File: src/rtl/lriq_pkg.sv
package lriq_pkg;

  typedef enum logic [1:0] {
    MODE_NORMAL = 2'd0,
    MODE_BUFFER = 2'd1,
    MODE_REUSE  = 2'd2
  } lriqMode_e;

  typedef struct packed {
    logic allocEn;
    logic allocClass;
    logic sendEn;
    logic cleanEn;
    logic flushEn;
  } lriqStrobe_t;

endpackage

File: src/rtl/lriq_ctrl.sv
module lriq_ctrl
  import lriq_pkg::*;
#(
  parameter int DEPTH = 8,
  parameter int LANES = 2,
  localparam int IDX_W = $clog2(DEPTH)
) (
  input  logic             clk,
  input  logic             rstN,
  input  logic             allocValid,
  input  logic             bufStart,
  input  logic             bufEnd,
  input  logic             revoke,
  input  logic             mispredict,
  input  logic [IDX_W-1:0] mispredIdx,
  input  logic [DEPTH-1:0] validVec,
  input  logic [DEPTH-1:0] issuedVec,
  output lriqStrobe_t      strb,
  output logic [IDX_W-1:0] tail,
  output logic [IDX_W-1:0] ptr,
  output logic [LANES-1:0] sendMask,
  output logic             allocReady,
  output logic             frontGate
);

  lriqMode_e        mode;
  logic [IDX_W-1:0] first;
  logic [IDX_W-1:0] last;
  logic [IDX_W:0]   bufCount;
  logic [IDX_W:0]   remain;
  logic             winReady;
  logic             allocFire;
  logic             sendFire;
  logic             anyClean;

  assign anyClean   = revoke | mispredict;
  assign frontGate  = (mode == MODE_REUSE);
  assign allocReady = (mode != MODE_REUSE) && !validVec[tail];
  assign allocFire  = allocValid && allocReady && !anyClean;

  // distance from pointer to the last captured entry, inclusive
  assign remain = {1'b0, IDX_W'(last - ptr)} + (IDX_W+1)'(1);

  always_comb begin
    winReady = 1'b1;
    for (int k = 0; k < LANES; k++) begin
      sendMask[k] = ((IDX_W+1)'(k) < remain);
      if (sendMask[k] && !issuedVec[IDX_W'(ptr + IDX_W'(k))]) winReady = 1'b0;
    end
  end

  assign sendFire = frontGate && winReady && !anyClean;

  always_comb begin
    strb            = '0;
    strb.allocEn    = allocFire;
    strb.allocClass = (mode == MODE_BUFFER);
    strb.sendEn     = sendFire;
    strb.cleanEn    = anyClean;
    strb.flushEn    = mispredict;
  end

  always_ff @(posedge clk) begin
    if (!rstN) begin
      mode     <= MODE_NORMAL;
      tail     <= '0;
      ptr      <= '0;
      first    <= '0;
      last     <= '0;
      bufCount <= '0;
    end else if (mispredict) begin
      mode <= MODE_NORMAL;
      tail <= mispredIdx + IDX_W'(1);
    end else if (revoke) begin
      mode <= MODE_NORMAL;
    end else begin
      if (allocFire) tail <= tail + IDX_W'(1);
      unique case (mode)
        MODE_NORMAL: begin
          if (bufStart) begin
            mode     <= MODE_BUFFER;
            first    <= allocFire ? tail + IDX_W'(1) : tail;
            bufCount <= '0;
          end
        end
        MODE_BUFFER: begin
          if (allocFire) begin
            last     <= tail;
            bufCount <= bufCount + (IDX_W+1)'(1);
          end
          if (bufEnd) begin
            mode <= (bufCount != '0 || allocFire) ? MODE_REUSE : MODE_NORMAL;
            ptr  <= first;
          end
        end
        MODE_REUSE: begin
          if (sendFire) begin
            if (remain <= (IDX_W+1)'(LANES)) ptr <= first;
            else                             ptr <= ptr + IDX_W'(LANES);
          end
        end
        default: mode <= MODE_NORMAL;
      endcase
    end
  end

endmodule

File: src/rtl/lriq_array.sv
module lriq_array
  import lriq_pkg::*;
#(
  parameter int DEPTH  = 8,
  parameter int LANES  = 2,
  parameter int TAG_W  = 8,
  parameter int LREG_W = 5,
  parameter int PREG_W = 6,
  parameter int SEQ_W  = 4,
  localparam int IDX_W = $clog2(DEPTH),
  localparam int LR_W  = 3 * LREG_W,
  localparam int PR_W  = 3 * PREG_W
) (
  input  logic                  clk,
  input  logic                  rstN,
  input  lriqStrobe_t           strb,
  input  logic [IDX_W-1:0]      allocIdx,
  input  logic [TAG_W-1:0]      allocTag,
  input  logic [LR_W-1:0]       allocLregs,
  input  logic [PR_W-1:0]       allocPhys,
  input  logic [SEQ_W-1:0]      allocSeq,
  input  logic                  issueValid,
  input  logic [IDX_W-1:0]      issueIdx,
  input  logic [IDX_W-1:0]      sendBase,
  input  logic [LANES-1:0]      sendMask,
  input  logic                  retValid,
  input  logic [IDX_W-1:0]      retIdx,
  input  logic [LANES-1:0]      retMask,
  input  logic [LANES*PR_W-1:0] retPhys,
  input  logic [SEQ_W-1:0]      flushSeq,
  input  logic [IDX_W-1:0]      rdIdx,
  output logic [DEPTH-1:0]      validVec,
  output logic [DEPTH-1:0]      issuedVec,
  output logic [LANES*LR_W-1:0] laneLregs,
  output logic                  rdValid,
  output logic                  rdClass,
  output logic                  rdIssued,
  output logic [TAG_W-1:0]      rdTag,
  output logic [LR_W-1:0]       rdLregs,
  output logic [PR_W-1:0]       rdPhys
);

  logic [DEPTH-1:0] classVec;
  logic [TAG_W-1:0] tagMem  [DEPTH];
  logic [LR_W-1:0]  lregMem [DEPTH];
  logic [PR_W-1:0]  physMem [DEPTH];
  logic [SEQ_W-1:0] seqMem  [DEPTH];
  logic [DEPTH-1:0] younger;
  logic [DEPTH-1:0] sendHit;
  logic [DEPTH-1:0] retHit;
  logic [PR_W-1:0]  retFor  [DEPTH];

  // per-entry decode of age, send lanes and rename-return lanes
  for (genvar e = 0; e < DEPTH; e++) begin : g_entry
    logic [SEQ_W-1:0] ageDiff;
    assign ageDiff    = seqMem[e] - flushSeq;
    assign younger[e] = (ageDiff != '0) && !ageDiff[SEQ_W-1];

    always_comb begin
      sendHit[e] = 1'b0;
      retHit[e]  = 1'b0;
      retFor[e]  = '0;
      for (int k = 0; k < LANES; k++) begin
        if (strb.sendEn && sendMask[k] && IDX_W'(sendBase + IDX_W'(k)) == IDX_W'(e))
          sendHit[e] = 1'b1;
        if (retValid && retMask[k] && IDX_W'(retIdx + IDX_W'(k)) == IDX_W'(e)) begin
          retHit[e] = 1'b1;
          retFor[e] = retPhys[k*PR_W +: PR_W];
        end
      end
    end
  end

  always_ff @(posedge clk) begin
    if (!rstN) begin
      validVec  <= '0;
      classVec  <= '0;
      issuedVec <= '0;
    end else if (strb.cleanEn) begin
      for (int e = 0; e < DEPTH; e++) begin
        if (classVec[e] && issuedVec[e])      validVec[e] <= 1'b0;
        else if (strb.flushEn && younger[e])  validVec[e] <= 1'b0;
        classVec[e] <= 1'b0;
      end
    end else begin
      for (int e = 0; e < DEPTH; e++) begin
        if (sendHit[e]) issuedVec[e] <= 1'b0;
        if (issueValid && issueIdx == IDX_W'(e) && validVec[e]) begin
          if (classVec[e]) issuedVec[e] <= 1'b1;
          else             validVec[e]  <= 1'b0;
        end
      end
      if (strb.allocEn) begin
        validVec[allocIdx]  <= 1'b1;
        classVec[allocIdx]  <= strb.allocClass;
        issuedVec[allocIdx] <= 1'b0;
      end
    end
  end

  // payload storage, no reset needed
  always_ff @(posedge clk) begin
    for (int e = 0; e < DEPTH; e++) begin
      if (retHit[e] && !strb.cleanEn) physMem[e] <= retFor[e];
    end
    if (strb.allocEn) begin
      tagMem[allocIdx]  <= allocTag;
      lregMem[allocIdx] <= allocLregs;
      physMem[allocIdx] <= allocPhys;
      seqMem[allocIdx]  <= allocSeq;
    end
  end

  always_comb begin
    for (int k = 0; k < LANES; k++)
      laneLregs[k*LR_W +: LR_W] = lregMem[IDX_W'(sendBase + IDX_W'(k))];
  end

  assign rdValid  = validVec[rdIdx];
  assign rdClass  = classVec[rdIdx];
  assign rdIssued = issuedVec[rdIdx];
  assign rdTag    = tagMem[rdIdx];
  assign rdLregs  = lregMem[rdIdx];
  assign rdPhys   = physMem[rdIdx];

endmodule

File: src/rtl/loop_replay_iq.sv
module loop_replay_iq
  import lriq_pkg::*;
#(
  parameter int DEPTH  = 8,
  parameter int LANES  = 2,
  parameter int TAG_W  = 8,
  parameter int LREG_W = 5,
  parameter int PREG_W = 6,
  parameter int SEQ_W  = 4,
  localparam int IDX_W = $clog2(DEPTH),
  localparam int LR_W  = 3 * LREG_W,
  localparam int PR_W  = 3 * PREG_W
) (
  input  logic                  clk,
  input  logic                  rstN,
  input  logic                  allocValid,
  input  logic [TAG_W-1:0]      allocTag,
  input  logic [LR_W-1:0]       allocLregs,
  input  logic [PR_W-1:0]       allocPhys,
  input  logic [SEQ_W-1:0]      allocSeq,
  output logic                  allocReady,
  input  logic                  bufStart,
  input  logic                  bufEnd,
  input  logic                  issueValid,
  input  logic [IDX_W-1:0]      issueIdx,
  output logic                  renValid,
  output logic [IDX_W-1:0]      renIdx,
  output logic [LANES-1:0]      renMask,
  output logic [LANES*LR_W-1:0] renLregs,
  input  logic                  retValid,
  input  logic [IDX_W-1:0]      retIdx,
  input  logic [LANES-1:0]      retMask,
  input  logic [LANES*PR_W-1:0] retPhys,
  input  logic                  revoke,
  input  logic                  mispredict,
  input  logic [IDX_W-1:0]      mispredIdx,
  input  logic [SEQ_W-1:0]      mispredSeq,
  output logic                  frontGate,
  input  logic [IDX_W-1:0]      rdIdx,
  output logic                  rdValid,
  output logic                  rdClass,
  output logic                  rdIssued,
  output logic [TAG_W-1:0]      rdTag,
  output logic [LR_W-1:0]       rdLregs,
  output logic [PR_W-1:0]       rdPhys
);

  lriqStrobe_t      strb;
  logic [IDX_W-1:0] tail;
  logic [IDX_W-1:0] ptr;
  logic [LANES-1:0] sendMask;
  logic [DEPTH-1:0] validVec;
  logic [DEPTH-1:0] issuedVec;

  lriq_ctrl #(.DEPTH(DEPTH), .LANES(LANES)) ctrl_i (
    .clk(clk), .rstN(rstN), .allocValid(allocValid), .bufStart(bufStart),
    .bufEnd(bufEnd), .revoke(revoke), .mispredict(mispredict),
    .mispredIdx(mispredIdx), .validVec(validVec), .issuedVec(issuedVec),
    .strb(strb), .tail(tail), .ptr(ptr), .sendMask(sendMask),
    .allocReady(allocReady), .frontGate(frontGate)
  );

  lriq_array #(
    .DEPTH(DEPTH), .LANES(LANES), .TAG_W(TAG_W),
    .LREG_W(LREG_W), .PREG_W(PREG_W), .SEQ_W(SEQ_W)
  ) array_i (
    .clk(clk), .rstN(rstN), .strb(strb), .allocIdx(tail),
    .allocTag(allocTag), .allocLregs(allocLregs), .allocPhys(allocPhys),
    .allocSeq(allocSeq), .issueValid(issueValid), .issueIdx(issueIdx),
    .sendBase(ptr), .sendMask(sendMask), .retValid(retValid),
    .retIdx(retIdx), .retMask(retMask), .retPhys(retPhys),
    .flushSeq(mispredSeq), .rdIdx(rdIdx), .validVec(validVec),
    .issuedVec(issuedVec), .laneLregs(renLregs), .rdValid(rdValid),
    .rdClass(rdClass), .rdIssued(rdIssued), .rdTag(rdTag),
    .rdLregs(rdLregs), .rdPhys(rdPhys)
  );

  assign renValid = strb.sendEn;
  assign renIdx   = ptr;
  assign renMask  = sendMask;

endmodule

File: config.mk
export PLATFORM = sky130hd
export DESIGN_NAME = loop_replay_iq
export DESIGN_NICKNAME = d
export VERILOG_FILES = /design/src/rtl/lriq_pkg.sv /design/src/rtl/lriq_ctrl.sv /design/src/rtl/lriq_array.sv /design/src/rtl/loop_replay_iq.sv
export SDC_FILE = /design/constraint.sdc
export NUM_CORES = 1
export LEC_CHECK = 0
export BUFFER_PORTS_ARGS = -buffer_cell sky130_fd_sc_hd__buf_2
export CELL_PAD_IN_SITES_DETAIL_PLACEMENT = 0
export CELL_PAD_IN_SITES_GLOBAL_PLACEMENT = 1
export CORE_ASPECT_RATIO = 0.5
export CORE_MARGIN = 8
export CORE_UTILIZATION = 25
export DETAILED_ROUTE_END_ITERATION = 7
export GPL_ROUTABILITY_DRIVEN = 0
export GPL_TIMING_DRIVEN = 0
export PLACE_DENSITY = 0.52
export SLEW_MARGIN = 20
export SYNTH_ARGS = -nofsm -noshare
export SYNTH_HDL_FRONTEND = slang
export SYNTH_SLANG_ARGS = --single-unit
File: constraint.sdc
create_clock -name clk -period 3.2 [get_ports clk]
set_input_delay 0.48 -clock clk [delete_from_list [all_inputs] [get_ports clk]]
set_output_delay 0.48 -clock clk [all_outputs]
set_load 0.005 [all_outputs]
==> flow_summary.ini, run 1 <==
[finish]
fin_area_mm2 = 0.02672
drive_gt1_share_pct = 27.79
layout_common_cells = edfxtp_1, nand2_1, mux4_2
final_cells = 3166
final_common_cell = edfxtp_1
syn_to_final_growth_pct = 19.13
finish.net_count = 2102
nFillCells = 9053

[pwr]
power_w = 0.01217
intPower_w = 0.009245
p_sw_w = 0.002929
clock_power_share_pct = 43.7
leakage_nw = 9.313
seqPwrFrac_pct = 47.8
ir_drop_mv = 0.3650
swShare_pct = 24.06
powerDensity_mw_per_mm2 = 455.6
p_comb_share_pct = 8.5

[global_route]
grt_use_total_pct = 15.80
grt_max_degree = 37
overflow = 0
grt_pass1_wl_um = 117500
antenna_found_initial = 13
grt_pass1_vias = 16380

[timing]
finalSetupTns_ns = 0
skew_ns = 0.02050
fin_crit_ns = 3.145
fmax_mhz = 318.0
period_share_pct = 98.28
worstMarginPinSlew_ns = 1.103
worst_slack_ns = 0.05515
grt_setup_unrepaired = yes
hold_viol = 0
slew_headroom_pct = 26.44
finalSetupViolCount = 0
slew_viol_final = 0

[die]
core_area_mm2 = 0.08864
io_pins = 190
die-area_mm2 = 0.1001
die_h_um = 227.8
row_count = 77
initial_core_util_pct = 25.31
die_w_um = 439.6

[synth]
synth.avg_cell_area_um2 = 12.82
synth_nets = 1907
synth_area_mm2 = 0.02243
ys_seq_elements = 405
netlist_instances = 1750
seq_area_frac_synth_pct = 52.21
yosysUniqueCellTypes = 71
synth-main-ff-cell = edfxtp_1
async_flop_share_pct = 0
synth-warning-count = 0
synth-edff-count = 360

[placed_design]
place_ws_ns = -1.173
dpl_cell_area_mm2 = 0.02489
placed_cells_incl_taps = 3076
port_buffers = 129
hpwl_um = 54840

[critical_path]
reg2regPathDepth = 7
required_ns = 2.72
cp.buffers_inverters = 3
critPathSlowestCell = dfxtp_4
regToRegEndpoint = array_i.physMem[4][13]
endpoint_kind = output port
r2r_setup_slack_ns = 0.10
max_stage_delay_ns = 0.37
worst_setup_path_start_kind = register
rr_startpoint = ctrl_i.mode[0]
crit_fanout = 10
worst-setup-path-type = reg -> out
crit_path_frequent_cell = ha_1
crit_arrival_ns = 2.66
crit_chain = buf_4 > ha_1 > ha_1 > clkbuf_8 > mux4_2 > mux2i_4 > a22oi_2 > buf_2
cp_top_family = adder cells

[min_path]
hold_class = in -> reg
hp-start = allocLregs[1]
hold_depth = 1
min_to = array_i.lregMem[7][1]

[routing]
firstDrtPassIters = 5
antenna_left = 0
drt_iter0_markers = 1131
via_count = 15650
drt_wl_total_um = 81680
drc = 0
vias_per_cell = 4.943
wire_per_inst_um = 25.80

[clock_network]
hold_buffers = 0
numCtsBuffers = 46
h-tree-depth = 2
cts_buffer_depth = 3
path_clk_slew_ns = 0.06
worstSkewPairLatency_ns = 0.59
cts_tree = built
clkSinkCount = 405
clockRootBuffer = clkbuf_16

[run_status]
status = completed

[job]
drv_cap = 0
power by group through the flow:
| stage | registers (W) | logic, W | clock network (W) |
|---|---|---|---|
| floorplan | 0.00592 | 0.000600 | 0 |
| global route | 0.00582 | 0.00112 | 0.00559 |
| CTS | 0.00582 | 0.00105 | 0.00540 |
| finish | 0.00582 | 0.00104 | 0.00532 |
| detailed placement | 0.00593 | 0.00104 | 0 |
| global placement | 0.00593 | 0.00102 | 0 |
kinds of logic after synthesis:
| kind of cell | synth area share (%) |
|---|---|
| adder cells (fa/ha/maj) | 3.035 |
| XOR/XNOR | 1.155 |
| multiplexers | 23.67 |
| AO/OA/AOI/OAI | 7.531 |
| AND/OR/NAND/NOR | 8.568 |
| buffers and inverters | 3.832 |
| flip-flops | 52.21 |
worst max-delay path by stage:
| stage | from | endpoint | slack (ns) | cells past startpoint |
|---|---|---|---|---|
| 6_report | ctrl_i.ptr[0] | renValid | 0.06 | 8 |
| 5_1_grt | ctrl_i.last[0] | renValid | -0.04 | 10 |
| 4_1_cts | ctrl_i.ptr[0] | renLregs[16] | -0.03 | 9 |
| 3_5_place_dp | ctrl_i.ptr[0] | renLregs[16] | -1.17 | 10 |
| 3_3_place_gp | mispredict | array_i.physMem[0][9] | -1.77 | 6 |
| 2_1_floorplan | ctrl_i.ptr[0] | renLregs[23] | 0.26 | 9 |
sequential cells by signal (all words and copies together), names as in the netlist, 4 cells and up, named ones only:
name	flops
array_i.physMem	144
array_i.lregMem	120
array_i.tagMem	64
array_i.seqMem	32
array_i.classVec	8
array_i.issuedVec	8
array_i.validVec	8
ctrl_i.bufCount	4
stage by stage:
stage          utilization [%]  hold WS [ns]
2_1_floorplan                -        0.4363
3_3_place_gp             27.71        0.4486
3_5_place_dp             28.09        0.4480
4_1_cts                  30.06        0.1284
5_1_grt                  30.15        0.1366
6_report                 30.15        0.1665
cell type report:
class	count	area, um^2	area share, %
Sequential cell	405	11720	43.86
Multi-Input combinational cell	1127	10030	37.53
Tap cell	1185	1483	5.549
Clock buffer	59	1252	4.687
Timing Repair Buffer	152	996.0	3.727
Buffer	158	807.0	3.020
Inverter	55	220.2	0.8241
Clock inverter	23	207.7	0.7773
Antenna cell	2	5.005	0.01873
metal layers:
metal | global-route usage [%] | routed length, um | vias up
li1 | - | - | 7030
met1 | 20.17 | 34670 | 7983
met2 | 27.40 | 40220 | 461
met3 | 2.476 | 4020 | 159
met4 | 5.026 | 2672 | 16
met5 | 0 | 95 | -
synthesized netlist by cell type, drive strengths merged, types with 10 or more instances:
master | n | share of area, %
edfxtp | 360 | 48
nand2 | 255 | 4.3
mux4 | 153 | 15
o21ai | 132 | 3.0
mux2i | 114 | 5.1
clkbuf | 110 | 1.9
nor2 | 73 | 1.3
mux2 | 63 | 3.2
nand3 | 62 | 1.4
inv | 55 | 0.92
buf | 53 | 0.97
dfxtp | 45 | 4.0
a21oi | 44 | 1.0
ha | 40 | 2.2
a31oi | 38 | 1.1
xor2 | 15 | 0.59
xnor2 | 12 | 0.47
nand2b | 10 | 0.28
repair_timing:
item / 4_1_cts / 5_1_grt
buffers inserted: 10 / 1
gates resized for setup: 79 / 22
pin swaps: 8 / 2
endpoints found under the setup margin: 183 / 134
No activity file was read; power rests on OpenSTA's default activity.
==> inputs of run 2 (changes only) <==
Settings changed: GPL_TIMING_DRIVEN 0 to 1, HOLD_SLACK_MARGIN from default to 0.1, RECOVER_POWER from default to 100.
==> run 2 against run 1 <==
Utilization is 0.18 points lower. Sequential share of layout area increased by 0.25 points. Clock skew shrank 0.012 ns. Critical path type unchanged. Highest routed layer unchanged.
==> flow_summary.ini, run 2 (synthesis results as in run 1) <==
[run_status]
status = completed

[die]
die_h_um = 227.8
core_area_mm2 = 0.08864
die_w_um = 439.6
io_pins = 190
row_count = 77
initial_core_util_pct = 25.31
die-area_mm2 = 0.1001

[clock_network]
cts_buffer_depth = 3
h-tree-depth = 2
path_clk_slew_ns = 0.07
hold_buffers = 0
clockRootBuffer = clkbuf_16
numCtsBuffers = 45
clkSinkCount = 405
worstSkewPairLatency_ns = 0.58
cts_tree = built

[critical_path]
required_ns = 2.72
crit_arrival_ns = 2.65
endpoint_kind = output port
crit_path_frequent_cell = ha_4
max_stage_delay_ns = 0.47
critPathSlowestCell = fa_2
worst_setup_path_start_kind = register
crit_fanout = 4
worst-setup-path-type = reg -> out
crit_chain = ha_4 > inv_2 > fa_2 > ha_4 > or2_4 > a21oi_4 > inv_4 > a22oi_2 > buf_2

[finish]
layout_common_cells = edfxtp_1, nand2_1, buf_2
final_common_cell = edfxtp_1
syn_to_final_growth_pct = 18.42
nFillCells = 8960
largest_reg_flops = 144
drive_gt1_share_pct = 29.00
largest-register = array_i.physMem
final_cells = 3123
finish.net_count = 2056
top_regs = array_i.physMem x144, array_i.lregMem x120, array_i.tagMem x64

[pwr]
power_w = 0.01199
leakage_nw = 9.296
powerDensity_mw_per_mm2 = 451.2
ir_drop_mv = 0.3457

[routing]
drt_iter0_markers = 1060
antenna_left = 0
vias_per_cell = 4.876
drc = 0
firstDrtPassIters = 6
drt_wl_total_um = 76030
wire_per_inst_um = 24.34
via_count = 15230

[min_path]
hold_class = in -> reg

[global_route]
grt_max_degree = 48
grt_pass1_vias = 15810
grt_pass1_wl_um = 111100
grt_use_total_pct = 14.74
overflow = 0
antenna_found_initial = 13

[timing]
slew_headroom_pct = 49.25
grt_setup_unrepaired = yes
fin_crit_ns = 3.126
slew_viol_final = 0
finalSetupViolCount = 0
period_share_pct = 97.69
skew_ns = 0.008995
finalSetupTns_ns = 0
worst_slack_ns = 0.07400
hold_viol = 0
worstMarginPinSlew_ns = 0.7613
fmax_mhz = 319.9

[placed_design]
port_buffers = 189
place_ws_ns = 0.2173
placed_cells_incl_taps = 3033
hpwl_um = 48560

[job]
drv_cap = 0
==> run 2: cell types whose count changed in the layout (fill, tap and decap cells not counted), sizes merged <==
cell           before  now
clkbuf            162   89
buf               202  236
clkdlybuf4s15       5    0
diode               2    7
clkinvlp            4    1
inv                53   56
bufinv              4    2
clkinv             17   15
==> run 2: report_power, final <==
part / switching [W] / total (W) / internal, W
logic: 0.000607 / 0.00101 / 0.000401
clock network: 0.00220 / 0.00515 / 0.00295
registers: 0.0000398 / 0.00583 / 0.00579
==> run 2: timing repair <==
item                                    CTS  global route
gates resized for setup                  16            10
pin swaps                                 5             6
gates cloned                              0             0
endpoints found under the setup margin   18             4
buffers inserted                          4             0
==> run 2: layout make-up <==
| type | count | area (um^2) | area share [%] |
|---|---|---|---|
| Sequential cell | 405 | 11720 | 44.11 |
| Multi-Input combinational cell | 1127 | 9971 | 37.54 |
| Antenna cell | 7 | 17.52 | 0.06595 |
| Inverter | 55 | 209.0 | 0.7867 |
| Tap cell | 1185 | 1483 | 5.582 |
| Clock buffer | 60 | 1266 | 4.767 |
| Clock inverter | 19 | 167.7 | 0.6312 |
| Timing Repair Buffer | 265 | 1730 | 6.515 |
==> run 2: worst max-delay path, delay by kind of cell, from the launching register on <==
| family | cells | cell delay [ns] |
|---|---|---|
| DFF | 1 | 0.37 |
| AOI/OAI and AO/OA | 2 | 0.37 |
| and+or+nand+nor | 1 | 0.26 |
| adders and majority gates | 3 | 0.83 |
| buffers and inverters | 3 | 0.25 |
==> run 2: stage by stage <==
step / util (%) / instance area [um^2] / hold WS, ns
2_1_floorplan: - / 22430 / 0.4363
3_3_place_gp: 28.23 / 25020 / 0.4579
3_5_place_dp: 28.23 / 25020 / 0.4539
4_1_cts: 29.95 / 26540 / 0.1323
5_1_grt: 29.96 / 26560 / 0.1777
6_report: 29.97 / 26560 / 0.2044
==> run 2: worst paths after layout <==
check | from | end | slack (ns) | depth (start not counted)
worst max-delay path | ctrl_i.ptr[0] | renValid | 0.07 | 9
worst min-delay path | mispredIdx[0] | ctrl_i.tail[0] | 0.20 | 3
worst max register to register | ctrl_i.ptr[0] | array_i.issuedVec[0] | 0.25 | 10
worst min register to register | ctrl_i.last[0] | ctrl_i.last[0] | 0.46 | 2
==> run 2: layer usage <==
metal / wire length (um) / global-route usage [%]
met1: 32130 / 18.52
met2: 38620 / 26.01
met3: 3054 / 2.271
met4: 2157 / 4.560
met5: 74 / 0
